### config.mk
export PLATFORM = sky130hd
export DESIGN_NAME = region_decoder
export DESIGN_NICKNAME = d
export VERILOG_FILES = /design/src/rtl/region_decoder_pkg.sv /design/src/rtl/rd_region_table.sv /design/src/rtl/rd_match_select.sv /design/src/rtl/rd_wait_ctrl.sv /design/src/rtl/region_decoder.sv
export SDC_FILE = /design/constraint.sdc
export NUM_CORES = 1
export LEC_CHECK = 0
export ABC_AREA = 1
export BUFFER_PORTS_ARGS = -buffer_cell sky130_fd_sc_hd__buf_4
export CAP_MARGIN = 20
export CORE_MARGIN = 2
export CORE_UTILIZATION = 37
export CTS_BUF_LIST = sky130_fd_sc_hd__clkbuf_2 sky130_fd_sc_hd__clkbuf_4 sky130_fd_sc_hd__clkbuf_8
export CTS_CLUSTER_DIAMETER = 120
export DETAILED_ROUTE_END_ITERATION = 10
export PLACE_DENSITY = 0.64
export SLEW_MARGIN = 15
export SYNTH_ARGS = -nofsm -noshare
export SYNTH_HDL_FRONTEND = slang
export SYNTH_SLANG_ARGS = --single-unit
export TNS_END_PERCENT = 20
### constraint.sdc
create_clock -name clk_i -period 3.84 [get_ports clk_i]
set_clock_uncertainty 0.05 [all_clocks]
set_input_delay 0.192 -clock clk_i [delete_from_list [all_inputs] [get_ports clk_i]]
set_output_delay 0.192 -clock clk_i [all_outputs]
set_load 0.02 [all_outputs]
### src/rtl/region_decoder_pkg.sv
package region_decoder_pkg;
  typedef enum logic [1:0] {
    ERR_NONE  = 2'd0,
    ERR_BUS   = 2'd1,
    ERR_ALIGN = 2'd2
  } dec_err_e;

  typedef enum logic [1:0] {
    SZ_BYTE = 2'd0,
    SZ_HALF = 2'd1,
    SZ_WORD = 2'd2,
    SZ_WRSV = 2'd3
  } acc_size_e;
endpackage

### src/rtl/rd_region_table.sv
module rd_region_table #(
  parameter int NREG   = 4,
  parameter int AW     = 32,
  parameter int DLYW   = 5,
  parameter int MC_IDX = 0,
  localparam int IW    = (NREG > 1) ? $clog2(NREG) : 1
) (
  input  logic                       clk_i,
  input  logic                       rst_ni,
  input  logic                       cfg_we_i,
  input  logic [IW-1:0]              cfg_idx_i,
  input  logic [AW-1:0]              cfg_base_i,
  input  logic [AW-1:0]              cfg_size_i,
  input  logic [DLYW-1:0]            cfg_rd_dly_i,
  input  logic [DLYW-1:0]            cfg_wr_dly_i,
  input  logic                       cfg_valid_i,
  input  logic [AW-1:0]              addr_i,
  output logic [NREG-1:0]            hit_o,
  output logic [NREG-1:0][AW-1:0]    span_o,
  output logic [NREG-1:0][DLYW-1:0]  rd_dly_o,
  output logic [NREG-1:0][DLYW-1:0]  wr_dly_o
);
  logic [AW-1:0] span_n;

  // round size up to a power of two: smear (size-1) downward
  always_comb begin
    span_n = cfg_size_i - AW'(1);
    for (int i = AW - 2; i >= 0; i--) span_n[i] = span_n[i] | span_n[i+1];
  end

  for (genvar r = 0; r < NREG; r++) begin : g_reg
    logic [AW-1:0]   base_q, span_q;
    logic [DLYW-1:0] rd_q, wr_q;
    logic            valid_q;

    always_ff @(posedge clk_i or negedge rst_ni) begin
      if (!rst_ni) begin
        base_q  <= '0;
        span_q  <= '0;
        rd_q    <= '0;
        wr_q    <= '0;
        valid_q <= 1'b0;
      end else if (cfg_we_i && cfg_idx_i == IW'(r)) begin
        base_q  <= cfg_base_i & ~span_n;
        span_q  <= span_n;
        rd_q    <= cfg_rd_dly_i;
        wr_q    <= cfg_wr_dly_i;
        valid_q <= cfg_valid_i;
      end
    end

    if (r == MC_IDX) begin : g_mc
      assign hit_o[r] = ((addr_i & ~span_q) == base_q);
    end else begin : g_std
      assign hit_o[r] = valid_q && ((addr_i & ~span_q) == base_q);
    end

    assign span_o[r]   = span_q;
    assign rd_dly_o[r] = rd_q;
    assign wr_dly_o[r] = wr_q;
  end
endmodule

### src/rtl/rd_match_select.sv
module rd_match_select #(
  parameter int NREG   = 4,
  parameter int MC_IDX = 0,
  localparam int IW    = (NREG > 1) ? $clog2(NREG) : 1
) (
  input  logic            clk_i,
  input  logic            rst_ni,
  input  logic [NREG-1:0] hit_i,
  input  logic            upd_i,
  output logic [IW-1:0]   idx_o,
  output logic            any_o
);
  logic [IW-1:0] last_q, scan;
  logic          last_vld_q;

  always_comb begin
    scan = '0;
    for (int i = NREG - 1; i >= 0; i--) if (hit_i[i]) scan = IW'(i);
  end

  always_comb begin
    if (hit_i[MC_IDX])                 idx_o = IW'(MC_IDX);
    else if (last_vld_q && hit_i[last_q]) idx_o = last_q;
    else                               idx_o = scan;
  end

  assign any_o = |hit_i;

  always_ff @(posedge clk_i or negedge rst_ni) begin
    if (!rst_ni) begin
      last_q     <= '0;
      last_vld_q <= 1'b0;
    end else if (upd_i && any_o) begin
      last_q     <= idx_o;
      last_vld_q <= 1'b1;
    end
  end
endmodule

### src/rtl/rd_wait_ctrl.sv
module rd_wait_ctrl
  import region_decoder_pkg::*;
#(
  parameter int NREG = 4,
  parameter int AW   = 32,
  parameter int CW   = 4
) (
  input  logic            clk_i,
  input  logic            rst_ni,
  input  logic            req_i,
  input  dec_err_e        dec_err_i,
  input  logic [NREG-1:0] dec_sel_i,
  input  logic [AW-1:0]   dec_off_i,
  input  logic [AW-1:0]   dec_addr_i,
  input  logic [CW-1:0]   dec_dly_i,
  output logic            accept_o,
  output logic            idle_o,
  output logic            ready_o,
  output logic            ok_o,
  output logic [1:0]      err_o,
  output logic [NREG-1:0] sel_o,
  output logic [AW-1:0]   offset_o,
  output logic [AW-1:0]   err_addr_o
);
  typedef enum logic [1:0] {S_IDLE, S_WAIT, S_RESP} st_e;

  st_e             st_q;
  logic [CW-1:0]   cnt_q;
  dec_err_e        err_q;
  logic [NREG-1:0] sel_q;
  logic [AW-1:0]   off_q, eaddr_q;

  assign idle_o   = (st_q == S_IDLE);
  assign accept_o = idle_o && req_i;

  always_ff @(posedge clk_i or negedge rst_ni) begin
    if (!rst_ni) begin
      st_q    <= S_IDLE;
      cnt_q   <= '0;
      err_q   <= ERR_NONE;
      sel_q   <= '0;
      off_q   <= '0;
      eaddr_q <= '0;
    end else begin
      unique case (st_q)
        S_IDLE: if (req_i) begin
          if (dec_err_i != ERR_NONE) begin
            err_q   <= dec_err_i;
            sel_q   <= '0;
            off_q   <= '0;
            eaddr_q <= dec_addr_i;
            st_q    <= S_RESP;
          end else begin
            err_q <= ERR_NONE;
            sel_q <= dec_sel_i;
            off_q <= dec_off_i;
            cnt_q <= dec_dly_i - CW'(1);
            st_q  <= (dec_dly_i == '0) ? S_RESP : S_WAIT;
          end
        end
        S_WAIT: begin
          if (cnt_q == '0) st_q <= S_RESP;
          else             cnt_q <= cnt_q - CW'(1);
        end
        S_RESP: begin
          st_q  <= S_IDLE;
          sel_q <= '0;
          err_q <= ERR_NONE;
        end
        default: st_q <= S_IDLE;
      endcase
    end
  end

  assign ready_o    = (st_q == S_RESP);
  assign ok_o       = ready_o && (err_q == ERR_NONE);
  assign err_o      = ready_o ? err_q : ERR_NONE;
  assign sel_o      = sel_q;
  assign offset_o   = off_q;
  assign err_addr_o = eaddr_q;
endmodule

### src/rtl/region_decoder.sv
module region_decoder
  import region_decoder_pkg::*;
#(
  parameter int NREG   = 4,
  parameter int AW     = 32,
  parameter int DLYW   = 5,
  parameter int MC_IDX = 0,
  localparam int IW    = (NREG > 1) ? $clog2(NREG) : 1,
  localparam int CW    = DLYW - 1
) (
  input  logic             clk_i,
  input  logic             rst_ni,
  input  logic             cfg_we_i,
  input  logic [IW-1:0]    cfg_idx_i,
  input  logic [AW-1:0]    cfg_base_i,
  input  logic [AW-1:0]    cfg_size_i,
  input  logic [DLYW-1:0]  cfg_rd_dly_i,
  input  logic [DLYW-1:0]  cfg_wr_dly_i,
  input  logic             cfg_valid_i,
  input  logic             req_i,
  input  logic             we_i,
  input  logic [1:0]       size_i,
  input  logic [AW-1:0]    addr_i,
  output logic             ready_o,
  output logic             ok_o,
  output logic [1:0]       err_o,
  output logic [NREG-1:0]  sel_o,
  output logic [AW-1:0]    offset_o,
  output logic [AW-1:0]    err_addr_o
);
  logic [NREG-1:0]           hit;
  logic [NREG-1:0][AW-1:0]   span;
  logic [NREG-1:0][DLYW-1:0] rd_dly, wr_dly;
  logic [IW-1:0]             idx;
  logic                      any, misal, accept, idle;
  logic [DLYW-1:0]           dsel;
  dec_err_e                  dec_err;

  rd_region_table #(.NREG(NREG), .AW(AW), .DLYW(DLYW), .MC_IDX(MC_IDX)) u_table (
    .clk_i, .rst_ni, .cfg_we_i, .cfg_idx_i, .cfg_base_i, .cfg_size_i,
    .cfg_rd_dly_i, .cfg_wr_dly_i, .cfg_valid_i, .addr_i,
    .hit_o(hit), .span_o(span), .rd_dly_o(rd_dly), .wr_dly_o(wr_dly)
  );

  // alignment is judged before decode; misaligned accesses leave the last-hit record alone
  always_comb begin
    unique case (acc_size_e'(size_i))
      SZ_BYTE: misal = 1'b0;
      SZ_HALF: misal = addr_i[0];
      default: misal = |addr_i[1:0];
    endcase
  end

  rd_match_select #(.NREG(NREG), .MC_IDX(MC_IDX)) u_sel (
    .clk_i, .rst_ni, .hit_i(hit), .upd_i(accept && !misal), .idx_o(idx), .any_o(any)
  );

  assign dsel = we_i ? wr_dly[idx] : rd_dly[idx];

  always_comb begin
    if (misal)               dec_err = ERR_ALIGN;
    else if (!any)           dec_err = ERR_BUS;
    else if (dsel[DLYW-1])   dec_err = ERR_BUS;
    else                     dec_err = ERR_NONE;
  end

  rd_wait_ctrl #(.NREG(NREG), .AW(AW), .CW(CW)) u_wait (
    .clk_i, .rst_ni, .req_i,
    .dec_err_i(dec_err),
    .dec_sel_i(NREG'(1) << idx),
    .dec_off_i(addr_i & span[idx]),
    .dec_addr_i(addr_i),
    .dec_dly_i(dsel[CW-1:0]),
    .accept_o(accept), .idle_o(idle),
    .ready_o, .ok_o, .err_o, .sel_o, .offset_o, .err_addr_o
  );
endmodule

Yosys cells after proc, flatten, opt, wreduce, memory -nomap -nowiden
Cells that the tools add are included.
{ "word_totals": {"ff_bits": 378, "input_bits": 116, "out_inout_bits": 72, "wordCells": 153} }
{ "classes": {"n_addsub": 3, "order_cmp": 2, "eq_ne": 14, "shifts": 1, "mux": 35, "bitwise_logic": 42, "reduce_logical": 29} }
{ "ops": {"columns": ["cell", "count"], "rows": [
  ["$and A32 B32 Y32", 6],
  ["$not A32 Y32", 5],
  ["$eq A32 B32 Y1", 4],
  ["$bmux W32 S2", 1],
  ["$mux W32", 2],
  ["$sub A32 B1 Y32 const B", 1],
  ["$or A1 B1 Y1", 31],
  ["$mux W2", 13],
  ["$bmux W5 S2", 2],
  ["$mux W4", 5],
  ["$pmux W4 S2", 2],
  ["$mux W5", 3],
  ["$logic_and A1 B1 Y1", 12],
  ["$logic_not A2 Y1", 4],
  ["$logic_not A4 Y1", 2],
  ["$pmux W2 S2", 2],
  ["$sub A4 B1 Y4 const B", 2],
  ["$eq A2 B1 Y1 const B", 3],
  ["$eq A2 B2 Y1 const B", 3],
  ["$lt A2 B3 Y1 const B", 2],
  ["$ne A2 B2 Y1 const B", 3],
  ["$reduce_and A2 Y1", 3],
  ["$reduce_bool A2 Y1", 3],
  ["$reduce_and A4 Y1", 1],
  ["9 further kinds", 11]
]} }

Longest topological paths before layout
{ "depth": {"depth_word": 34, "ltp_mapped": 26, "mapped_depth_nobuf": 26} }

Cells and area by module
From an unflattened synthesis, not the netlist that was laid out.
{ "unflattened": {"cells_unflattened": 2324, "hier_area_um2": 19113.3} }
{ "modules_own_cells": {"columns": ["mod", "n_inst", "cells_per_inst", "area_each_um2", "seq_area_each_um2"], "rows": [
  ["rd_region_table", 1, 1728, 14311.2, 7482.2],
  ["rd_wait_ctrl", 1, 300, 3266.9, 1901.8],
  ["region_decoder", 1, 261, 1302.5, 0.0],
  ["rd_match_select", 1, 35, 232.7, 75.1]
]} }

Worst setup path before layout
No wires, ideal clock.
{ "synth_path": {"kind": "input port to flip-flop", "startpoint": "in cfg_size_i[0]", "endpoint": "reg u_table.g_reg[0].span_q[0]", "setup_ns": 0.117, "arrival_time_ns": 3.628, "t_required_ns": 3.673, "path_slack_ns": 0.045, "cell_stages": 24, "path_buffers": 0, "cell_sequence": "inv_2 -> ha_1 -> nand2_1 -> nor2_1 -> nand2_1 -> nor2_1 -> xor2_1 -> nand4_4 -> nor3_4 -> nand4_4 -> nor2_4 -> nand4_4 -> nor2_4 -> nand4_4 -> nor2_4 -> nand4_4 -> nor2_8 -> nand4_4 -> nor2_8 -> nand4_4 -> nor2_8 -> nand2_2 -> nand2_1 -> nand2_1"} }
{ "synth_via": {"elab_chain_cells": 32} }
{ "synth_rtl": {"columns": ["item", "line_no", "source"], "rows": [
  ["from (decl)", "region_decoder.sv:16", "input logic [AW-1:0] cfg_size_i,"],
  ["$sub A32 B1 Y32 *", "rd_region_table.sv:27", "span_n = cfg_size_i - AW'(1);"],
  ["$or A1 B1 Y1 (30 in a row)", "rd_region_table.sv:28", "for (int i = AW - 2; i >= 0; i--) span_n[i] = span_n[i] | span_n[i+1];"],
  ["$or A1 B1 Y1 *", "rd_region_table.sv:28", null],
  ["to (signal assigned)", "rd_region_table.sv:45", "span_q <= span_n;"],
  ["to (decl)", "rd_region_table.sv:32", "logic [AW-1:0] base_q, span_q;"]
]} }
Every way passes the cells marked *; elsewhere a longest branch is shown, timed or not.
A chain may end at the register's enable or synchronous reset.

Worst setup path after layout
{ "layout_path": {"startpoint": "reg u_table.g_reg[1].span_q[27]", "endpoint": "reg u_wait.eaddr_q[9], in the netlist u_wait.err_addr_o[9]"} }
{ "layout_via": {"elab_chain_cells": 17, "elab_cells_between_ends": 21, "classes_between": "eq/ne (1); mux (13); bitwise (2); reduce/logical (5)"} }
{ "layout_rtl": {"columns": ["item", "line_no", "source"], "rows": [
  ["from (decl)", "rd_region_table.sv:32", null],
  ["from (signal assigned)", "rd_region_table.sv:45", null],
  ["$not A32 Y32 *", "rd_region_table.sv:55", "assign hit_o[r] = valid_q && ((addr_i & ~span_q) == base_q);"],
  ["$and A32 B32 Y32 *", "rd_region_table.sv:55", null],
  ["$eq A32 B32 Y1 *", "rd_region_table.sv:55", null],
  ["$logic_and A1 B1 Y1 *", "rd_region_table.sv:55", null],
  ["$bmux W1 S2", "rd_match_select.sv:23", "else if (last_vld_q && hit_i[last_q]) idx_o = last_q;"],
  ["$mux W1 (not written as such)", "rd_match_select.sv:23", null],
  ["$logic_and A1 B1 Y1", "rd_match_select.sv:23", null],
  ["$mux W2", "rd_match_select.sv:23", null],
  ["$mux W2", "rd_match_select.sv:22", "if (hit_i[MC_IDX]) idx_o = IW'(MC_IDX);"],
  ["$bmux W5 S2", "region_decoder.sv:58", "assign dsel = we_i ? wr_dly[idx] : rd_dly[idx];"],
  ["$mux W5 (not written as such)", "region_decoder.sv:58", null],
  ["$mux W5", "region_decoder.sv:58", null],
  ["$mux W1", "region_decoder.sv:63", "else if (dsel[DLYW-1]) dec_err = ERR_BUS;"],
  ["$mux W1 *", "region_decoder.sv:62", "else if (!any) dec_err = ERR_BUS;"],
  ["$mux W2 *", "region_decoder.sv:61", "if (misal) dec_err = ERR_ALIGN;"],
  ["$reduce_bool A2 Y1 *", "rd_wait_ctrl.sv:47", "if (dec_err_i != ERR_NONE) begin"],
  ["$reduce_and A3 Y1 (no line) *", null, null],
  ["to (signal assigned)", "rd_wait_ctrl.sv:51", "eaddr_q <= dec_addr_i;"],
  ["to (decl)", "rd_wait_ctrl.sv:31", "logic [AW-1:0] off_q, eaddr_q;"]
]} }
Every way passes the cells marked *; elsewhere a longest branch is shown, timed or not. The select of a mux whose other input is x is not followed.

==> key figures <==
Synth
  – Post-synthesis sequential area ratio: 48.4%
  – Post-synth cell types: 47
  – Syn. warnings: 0
  – Syn Nets: 2,606
  – Mapped Avg Cell Area: 7.85 sq um
  – Synth Register Bits: 378
  – Netlist area before placement: 19,500 sq um
  – Post-Synthesis Cells: 2,488

Clock network
  – Clk Latency, worst-skew pair: 0.67 ns
  – Sink Count: 378
  – Num CTS Buffers: 67
  – Clk buf depth: 3
  – CTS H-tree lvls: 3
  – Clock edge transition at the registers on the reported setup and hold paths: 0.06 ns
  – CTS Root Cell: clkbuf_8
  – CTS tree: yes

Critical path
  – R2r setup slk: -0.12 ns
  – Critical path class: reg2reg
  – Largest fanout on the critical path: 7
  – Critical Path Source Type: flip-flop
  – Worst path required time: 4.31 ns
  – Worst setup EP type: flip-flop
  – CP arrival: 4.43 ns

Place
  – DP Worst Slack: -0.589 ns
  – Dpl cells: 3,616
  – Placed Area: 24,200 sq um
  – Detailed Place HPWL: 63.5 mm
  – IO Port Bufs: 187
  – Placer Congestion: 1.06

Layout
  – Fin cells: 3,848
  – Synthesis-to-finish area growth: 38.6%
  – Share of layout cells above drive strength 1: 25.1%
  – Finished Cell Area: 27,100 sq um
  – Nets: 3,230

Floorplanning
  – Row count: 84
  – Die Width: 234 microns
  – Initial core utilization: 37.3%
  – Die Y: 234 microns
  – IO Count: 188
  – Core Region: 52,300 sq um
  – Total die area: 54,600 sq um

Routing
  – Wire per inst: 21.9 microns
  – Via density: 5.31
  – Via Count: 20,414
  – Detailed-route DRC error count: 0
  – TritonRoute pass-1 iters: 5
  – Detailed-route wire length: 84.4 mm
  – Antenna-violating nets left: 0
  – Initial drt markers: 2,172

Flow run
  – Max Cap Viol: 0

STA
  – Final setup vio count: 35
  – Slew HR: 38.6%
  – Fin. Hold Viols: 0
  – Slew Limit Fails: 0
  – RSZ-0062 raised after global routing: yes
  – Max Freq: 253 MHz
  – Slew @ Worst Pin: 0.921 ns
  – Crit share post-route: 103%
  – Min cycle time layout: 3.96 ns
  – Final worst setup slack: -0.117 ns

Status
  – Failing checks: setup timing
  – Status: complete, but fails checks

Power and ir drop
  – Maximum vdd drop: 189 uV
  – Leakage Power: 13.5 nW
  – Power density over cell area: 405 nW/um^2

Global route
  – GRT Util Overall: 31.2%
  – Initial antenna violation count: 2
  – Grt total ovfl: 0
  – Vias in the first global route: 19,721
  – First-pass GRT wire length: 125 mm
  – Largest net degree at the start of global routing: 123

Worst hold path
  – HP Class: in2async
-- critical path, stage by stage, from the launching register on --
cell and delay, ns:
dfrtp_1 0.45, o21ai_1 0.34, nand4_1 0.19, nor4_2 0.32, nand3_1 0.16, nor3_2 0.13
buf_4 0.16, nor2_1 0.07, o21ai_4 0.18, nand3_2 0.12, nand2_2 0.13, nand3_4 0.11
inv_4 0.08, nor2_2 0.05, buf_6 0.12, nand2_1 0.05, nand4_1 0.10, mux2i_2 0.19
nand3b_1 0.14, nand2_2 0.12, nor2_4 0.06, buf_12 0.19, buf_12 0.13, o21a_1 0.18
-- worst paths after layout --
path | start | endpoint | cells past startpoint
worst min register to register | u_table.g_reg[0].wr_q[2]$_DFFE_PN0P_ | u_table.g_reg[0].wr_q[2]$_DFFE_PN0P_ | 2
min in group clk_i | cfg_size_i[23] | u_table.g_reg[0].base_q[22]$_DFFE_PN0P_ | 4
worst max register to register | u_table.g_reg[1].span_q[27]$_DFFE_PN0P_ | u_wait.err_addr_o[9]$_DFFE_PN0P_ | 23
worst min-delay path | rst_ni | u_table.g_reg[0].base_q[17]$_DFFE_PN0P_ | 2
worst max-delay path | u_table.g_reg[1].span_q[27]$_DFFE_PN0P_ | u_wait.err_addr_o[9]$_DFFE_PN0P_ | 23
max in group asynchronous | rst_ni | u_table.g_reg[1].rd_q[3]$_DFFE_PN0P_ | 3
-- Yosys cell counts (all sizes together) --
cell type  instances  area (sq um)
nand2            701          2670
o21ai            392          1990
dfrtp            378          9460
inv              313          1170
nor2             114           542
nand3            103           515
clkbuf            83           312
nand4             73           562
xor2              66           578
o22ai             52           325
nor3              48           252
nor4              27           169
xnor2             24           210
a21oi             23           115
o21a              16           120
a22oi             14           105
nand3b            13          97.6
buf                7          30.0
or2                6          37.5
nor3b              5          37.5
o211ai             4          30.0
and2               3          18.8
o2111ai            3          26.3
o31ai              3          22.5
or3                3          18.8
a21boi             2          15.0
clkinv             2          7.51
ha                 2          25.0
or4                2          15.0
a221oi             1          8.76
a22o               1          8.76
mux2i              1          10.0
nor2b              1          6.26
nor4b              1          8.76
o41ai              1          8.76
-- report_power, final --
part | total (mW) | internal, mW | switching (mW)
clock network | 4.01 | 2.28 | 1.73
logic | 2.38 | 0.982 | 1.40
registers | 4.57 | 4.35 | 0.219
-- state kept, by name, indices dropped and copies added (netlist names) --
register	cells
u_table.g.wr_q	20
u_wait.st_q	2
u_sel.last_q	2
u_wait.sel_o	4
u_wait.err_addr_o	32
u_table.g.base_q	128
u_table.g.span_q	128
u_wait.cnt_q	4
u_table.g.rd_q	20
u_wait.offset_o	32
u_table.g.valid_q	3
u_wait.err_q	2
u_sel.last_vld_q	1
-- cells in the final DEF, fill, tap and decap left out, drive strengths merged, types with 23 or more instances in the layout --
cell,count
a21oi,23
buf,568
clkbuf,104
dfrtp,378
dlygate4sd3,76
inv,312
nand2,701
nand3,103
nand4,73
nor2,114
nor3,48
nor4,27
o21ai,392
o22ai,52
xnor2,24
xor2,66
-- logic make-up after synthesis --
group,synth area share (%)
AND/OR/NAND/NOR,25.3
adder cells (fa/ha/maj),0.128
multiplexers,0.0513
buffers and inverters,7.80
flip-flops,48.4
XOR/XNOR,4.04
AO/OA/AOI/OAI,14.2
-- layout make-up --
| type | count | area, sq um |
|---|---|---|
| fill | 5026 | 25300 |
| sequential | 378 | 9460 |
| multi-input combinational | 1705 | 8850 |
| timing repair buffer | 645 | 5290 |
| clock buffer | 103 | 1300 |
| inverter | 315 | 1190 |
| tap | 688 | 861 |
| clock inverter | 12 | 113 |
| antenna | 2 | 5.00 |
-- per-stage QoR --
stage | total power [mW] | hold WS, ns | util, % | setup TNS (ns)
global route | 11.4 | 0.0727 | 51.7 | -14.69
CTS | 10.9 | 0.0120 | 51.3 | -2.66
finish | 11.0 | 0.0404 | 51.7 | -2.37
global placement | 6.72 | 0.142 | 46.3 | -18.23
floorplan | 5.59 | -0.154 | - | 0
detailed placement | 6.76 | 0.144 | 46.3 | -28.94
-- layer usage --
metal  track usage (%)  vias to the layer above  wire length (microns)
li1                  -                     9413                      -
met1              43.6                     9908                  37200
met2              46.9                      927                  37000
met3              6.49                      166                   7010
met4              12.9                        0                   3220
met5                 0                        -                      0
-- what timing repair did --
item / 4_1_cts / 5_1_grt
cloned: 2 / 1
setup endpoints to repair: 74 / 76
pin swaps: 11 / 24
setup buffers: 35 / 1
hold buffers: 76 / 0
hold endpoints to repair: 353 / 0
gates resized for setup: 44 / 51
Note: power is estimated with default switching activity, not from simulation.
